[src/rtl/adbus_dir_pkg.sv]
package adbus_dir_pkg;

    localparam int unsigned DIR_N = 3;

    typedef enum logic [1:0] {
        DIR_RD   = 2'd0,
        DIR_ADDR = 2'd1,
        DIR_WR   = 2'd2
    } dir_idx_e;

    typedef enum logic [1:0] {
        SRC_HOLD  = 2'd0,
        SRC_ADDR  = 2'd1,
        SRC_WDATA = 2'd2
    } port_src_e;

    typedef struct packed {
        logic wr_go;
        logic addr_go;
        logic rd_go;
    } dir_req_t;

    function automatic dir_req_t unpack_req(input logic [DIR_N-1:0] go);
        dir_req_t r;
        r.rd_go   = go[DIR_RD];
        r.addr_go = go[DIR_ADDR];
        r.wr_go   = go[DIR_WR];
        return r;
    endfunction

    function automatic port_src_e pick_src(input dir_req_t r);
        if (r.wr_go)
            return SRC_WDATA;
        else if (r.addr_go)
            return SRC_ADDR;
        return SRC_HOLD;
    endfunction

endpackage

[src/rtl/adbus_dir_qualify.sv]
module adbus_dir_qualify
    import adbus_dir_pkg::*;
#(
    parameter int unsigned N = DIR_N
) (
    input  logic         mode_on,
    input  logic [N-1:0] sel,
    input  logic [N-1:0] strobe,
    output logic [N-1:0] go
);
    for (genvar i = 0; i < N; i++) begin : g_qual
        assign go[i] = mode_on & sel[i] & strobe[i];
    end
endmodule

[src/rtl/adbus_addr_hold.sv]
module adbus_addr_hold #(
    parameter int unsigned W = 8
) (
    input  logic         clk,
    input  logic         rst,
    input  logic         capture,
    input  logic [W-1:0] d,
    output logic [W-1:0] q
);
    always_ff @(posedge clk) begin
        if (rst)
            q <= '0;
        else if (capture)
            q <= d;
    end
endmodule

[src/rtl/adbus_dir_steer.sv]
module adbus_dir_steer
    import adbus_dir_pkg::*;
#(
    parameter int unsigned W = 8
) (
    input  dir_req_t     req,
    input  logic [W-1:0] bus_in,
    input  logic [W-1:0] port_in,
    input  logic [W-1:0] held_addr,
    output logic [W-1:0] bus_out,
    output logic         bus_oe,
    output logic [W-1:0] port_out,
    output logic         port_oe,
    output logic         clash
);
    port_src_e src;
    logic      outward;

    always_comb begin
        src      = pick_src(req);
        outward  = req.addr_go | req.wr_go;
        clash    = req.rd_go & outward;
        bus_oe   = req.rd_go & ~outward;
        port_oe  = outward;
        bus_out  = bus_oe ? port_in : '0;
        unique case (src)
            SRC_WDATA: port_out = bus_in;
            SRC_ADDR:  port_out = bus_in;
            default:   port_out = held_addr;
        endcase
    end
endmodule

[src/rtl/adbus_dir_ctrl.sv]
module adbus_dir_ctrl
    import adbus_dir_pkg::*;
#(
    parameter int unsigned W = 8
) (
    input  logic         clk,
    input  logic         rst,
    input  logic         track_en,
    input  logic         sel_rd,
    input  logic         sel_ale,
    input  logic         sel_wr,
    input  logic         rd_stb,
    input  logic         ale,
    input  logic [W-1:0] bus_in,
    input  logic [W-1:0] port_in,
    output logic [W-1:0] bus_out,
    output logic         bus_oe,
    output logic [W-1:0] port_out,
    output logic         port_oe,
    output logic         clash
);
    logic [DIR_N-1:0] go;
    logic [W-1:0]     held_addr;
    dir_req_t         req;

    // the write select already carries its strobes, so its qualifier is tied high
    adbus_dir_qualify #(.N(DIR_N)) u_qual (
        .mode_on (track_en),
        .sel     ({sel_wr, sel_ale, sel_rd}),
        .strobe  ({1'b1, ale, rd_stb}),
        .go      (go)
    );

    assign req = unpack_req(go);

    adbus_addr_hold #(.W(W)) u_hold (
        .clk     (clk),
        .rst     (rst),
        .capture (req.addr_go),
        .d       (bus_in),
        .q       (held_addr)
    );

    adbus_dir_steer #(.W(W)) u_steer (
        .req       (req),
        .bus_in    (bus_in),
        .port_in   (port_in),
        .held_addr (held_addr),
        .bus_out   (bus_out),
        .bus_oe    (bus_oe),
        .port_out  (port_out),
        .port_oe   (port_oe),
        .clash     (clash)
    );
endmodule

[config.mk]
export PLATFORM = sky130hd
export DESIGN_NAME = adbus_dir_ctrl
export DESIGN_NICKNAME = d
export VERILOG_FILES = /design/src/rtl/adbus_dir_pkg.sv /design/src/rtl/adbus_dir_qualify.sv /design/src/rtl/adbus_addr_hold.sv /design/src/rtl/adbus_dir_steer.sv /design/src/rtl/adbus_dir_ctrl.sv
export SDC_FILE = /design/constraint.sdc
export NUM_CORES = 1
export LEC_CHECK = 0
export BUFFER_PORTS_ARGS = -buffer_cell sky130_fd_sc_hd__buf_2
export CAP_MARGIN = 20
export CORE_MARGIN = 5
export CORE_UTILIZATION = 35
export CTS_CLUSTER_DIAMETER = 30
export DETAILED_ROUTE_END_ITERATION = 10
export HOLD_SLACK_MARGIN = 0.06
export PLACE_DENSITY = 0.76
export SLEW_MARGIN = 40
export SYNTH_ARGS = -nofsm -noshare
export SYNTH_HDL_FRONTEND = slang
export SYNTH_SLANG_ARGS = --single-unit
[constraint.sdc]
create_clock -name clk -period 1.55 [get_ports clk]
set_input_delay 0.0775 -clock clk [delete_from_list [all_inputs] [get_ports clk]]
set_output_delay 0.0775 -clock clk [all_outputs]
set_load 0.02 [all_outputs]
Word-level counts from Yosys, hierarchy flattened
Index checks and enable logic that the tools add are counted.
Widths: inputs -> output; s select.
Storage, ports and cells
  register bits: 8
  input bits: 24
  output and inout port bits: 19
Cells by class
  eq/ne operators: 2
  mux-type cells: 7
  bitwise operators: 9
  reduce and logical (&&, ||, !) cells: 1
Operators with widths (count)
  $mux 8: 2
  $and 1x1->1: 7
  $mux 2: 3
  $eq 2x1->1 const B: 1
  $eq 2x2->1 const B: 1
  $mux 1: 2
  $reduce_or 2->1: 1
  $not 1->1: 1
  $or 1x1->1: 1

Depth between registers and ports, before layout
  word-level depth: 8
  depth in mapped cells: 4
  gate-level depth less buffers: 3

Modules after synthesis
Synthesis repeated with hierarchy kept, for this count alone.
Second synthesis, totals
  cells, all modules: 51
  area total of the unflattened synthesis: 490.5 µm²
Modules (own cells, without submodules)
  adbus_addr_hold: times used 1, cells each 26, area each 285.3 µm²
  adbus_dir_steer: times used 1, cells each 21, area each 182.7 µm²
  adbus_dir_qualify: times used 1, cells each 3, area each 18.8 µm²
  adbus_dir_ctrl: times used 1, cells each 1, area each 3.8 µm²

Worst setup path after synthesis
OpenSTA, ideal clock, no wires.
  path kind: input port to output port
  from: in ale
  to: out port_out[0]
  arrival time: 0.801 ns
  data required time: 1.472 ns
  slack: 0.672 ns
  cell stages on the path: 3
  buffers on the path: 0
  cell sequence: a21o_4 -> nand2_4 -> mux2_2
On the way
  cells in the longest elaborated chain, start to end: 7
Ends and longest elaborated chain
  start, declared: RTL line adbus_dir_ctrl.sv:13  | input logic ale,
  $and 1x1->1 (*): RTL line adbus_dir_qualify.sv:12  | assign go[i] = mode_on & sel[i] & strobe[i];
  $mux 1 (*): RTL line adbus_dir_pkg.sv:34  | else if (r.addr_go)
  $mux 1 (*): RTL line adbus_dir_pkg.sv:32  | if (r.wr_go)
  $mux 2 (*): RTL line adbus_dir_pkg.sv:36  | return SRC_HOLD;
  $eq 2x2->1 or $eq 2x1->1 (tied branches): RTL line adbus_dir_steer.sv:26  | unique case (src)
  $reduce_or 2->1 (no line) (*)
  $mux 8 (*): RTL line adbus_dir_steer.sv:26
  end, declared: RTL line adbus_dir_ctrl.sv:18  | output logic [W-1:0] port_out,
Mark *: on every way between the ends. The rest lies on a longest branch, timed or not.

Final worst setup path
  from: in bus_in[6]
  to: out port_out[6]
On the way
  cells in the longest elaborated chain, start to end: 1
Ends and longest elaborated chain
  start, declared: RTL line adbus_dir_ctrl.sv:14  | input logic [W-1:0] bus_in,
  $mux 8: RTL line adbus_dir_steer.sv:26
Every way passes these cells.

==> results.json <==
{
  "layout_min_cycle_time_ns": 1.21,
  "cp.arrival_ns": 1.13,
  "worst-r2r-setup-slack_ns": 0.96,
  "tritoncts": "built",
  "vdd_drop_max_mv": 0.632,
  "clk_pin_slew_ns": 0.05,
  "critPathMostFrequentCell": "buf_2",
  "path_buf_inv": 3,
  "antenna_cells": 0,
  "fin_skew_ns": 0,
  "grt_pass1_vias": 465,
  "synth_top_area_cell": "dfxtp_1",
  "htree_levels": 1,
  "final_cell_mix": "buf_2 (42), nand2_1 (16)",
  "drc": 0,
  "required_ns": 1.47,
  "die-area_um2": 2200,
  "coreArea_um2": 1300,
  "critPathSlowestCell": "dlygate4sd3_1",
  "endpoint_kind": "output port",
  "io_buffers": 42,
  "drt-wirelength-per-cell_um": 11.8,
  "setup_viol": 0,
  "reg_top3": "u_hold.q (8)",
  "status": "completed",
  "syn_nets": 82,
  "path_class": "in -> out",
  "r2r_start": "u_hold.q[7]",
  "total_power_uw": 512,
  "synthesis.area_um2": 477,
  "finalHoldViolCount": 0,
  "ctsHoldBuffers": 0,
  "nNetsFinal": 128,
  "cp_cell_sequence": "dlygate4sd3_1 -> buf_2 -> mux2_2 -> buf_2",
  "post_cts_buffers": 0,
  "gr-usage-all-layers_pct": 13.6,
  "period_share_pct": 78.2,
  "numCtsBuffers": 3,
  "hold_depth": 3,
  "pin_count": 43,
  "cts-root-buf": "clkbuf_4",
  "area_growth_syn_to_layout_pct": 52.5,
  "clk_latency_ns": 0.25,
  "power_density_nw_per_um2": 705,
  "synth_area_leaders": "dfxtp_1 (34%), mux2_2 (19%), nand2_1 (13%)",
  "wirelength_mm": 1.39,
  "vias": 526,
  "start_kind": "input pin",
  "die_h_um": 46.9,
  "post-place-ws_ns": 0.411,
  "power.leakage_nw": 0.391,
  "row_count": 13,
  "synthDistinctLibCells": 14,
  "ant_nets": 0,
  "ys_seq_elements": 8,
  "setup_ws_ns": 0.338,
  "synth.yosys.seq_area_share_pct": 33.6,
  "synth_top_area_share_pct": 33.6,
  "cts_sinks": 8,
  "min_path_type": "in -> reg",
  "top_register": "u_hold.q",
  "drive_gt1_share_pct": 55.9,
  "timing.hold.ws_ns": 0.0685,
  "fmax_mhz": 825,
  "first_pass_iters": 4,
  "crit_start": "bus_in[6]",
  "hold_path_startpoint": "bus_in[2]",
  "cts_resized": 0,
  "avgSynthCellArea_um2": 8.22,
  "syn-instance-count": 58,
  "hold_end": "u_hold.q[2]",
  "die_x_um": 46.9,
  "final_common_cell": "buf_2",
  "cp_max_fo": 2,
  "rr_endpoint": "u_hold.q[7]",
  "via_per_inst": 4.50,
  "maxSlewHeadroom_pct": 79.3,
  "slew_violations": 0,
  "antenna_found_initial": 0,
  "r2r_cells": 2,
  "worst_pin_slew_ns": 0.309,
  "cap_viol_max_count": 0,
  "drt_iter0_markers": 10,
  "place_congestion": 0.709,
  "gr-total-overflow": 0,
  "largest_register_ffs": 8,
  "initial_core_util_pct": 36.6,
  "rsz0062_at_grt": "false",
  "finalSetupTns_ns": 0,
  "grt_max_degree": 10,
  "cts_max_path_buffers": 2,
  "ys_warn_count": 0,
  "critPathMaxStageDelay_ns": 0.53,
  "grt_first_pass_wirelength_mm": 2.05,
  "crit_family": "buffers and inverters"
}
worst max path at each step:
stage | end | depth (start not counted)
after floorplan | port_out[0] | 3
after global placement | port_out[7] | 5
after detailed placement | port_out[7] | 5
after CTS | port_out[7] | 5
after global routing | port_out[6] | 4
final | port_out[6] | 4
layout make-up:
type | instances | area, um^2
Fill cell | 127 | 574
Multi-Input combinational cell | 47 | 302
Timing Repair Buffer | 43 | 220
Sequential cell | 8 | 160
Clock buffer | 3 | 22.5
Tap cell | 15 | 18.8
Inverter | 1 | 3.75
metal layers:
layer,track usage [%],routed length [um],vias to the layer above
met3,7.66,112,0
met5,0,0,-
met1,16.3,560,231
met4,1.66,0,0
met2,22.0,713,14
li1,-,-,281
tightest hold or removal path, stage by stage:
cell and delay [ns]:
buf_2 0.10, nand2_1 0.05, a21oi_1 0.05
logic make-up after synthesis:
group / synth area share (%)
AO/OA/AOI/OAI: 11.5
buffers and inverters: 3.15
flip-flops: 33.6
multiplexers: 18.9
AND/OR/NAND/NOR: 32.8
power by group:
part / switching [mW] / total [mW] / internal [mW]
combinational: 0.0719 / 0.134 / 0.0624
clock: 0.0738 / 0.163 / 0.0888
sequential: 0.00301 / 0.216 / 0.213
total: 0.149 / 0.512 / 0.364
cells in the mapped netlist, drive strengths merged:
| library cell | n |
|---|---|
| mux2 | 8 |
| nor2b | 1 |
| buf | 2 |
| and3 | 1 |
| nand3 | 2 |
| and2 | 8 |
| nand2 | 17 |
| dfxtp | 8 |
| nor2 | 1 |
| inv | 1 |
| a21o | 1 |
| a21oi | 8 |
through the flow:
step           instance area [um^2]  util (%)  instances
6_report                        727      55.9        117
5_1_grt                         727      55.9        117
4_1_cts                         717      55.1        116
3_5_place_dp                    694      53.4        113
3_3_place_gp                    694      53.4        113
2_1_floorplan                   477         -         58
Note: power is estimated with default switching activity, not from simulation.
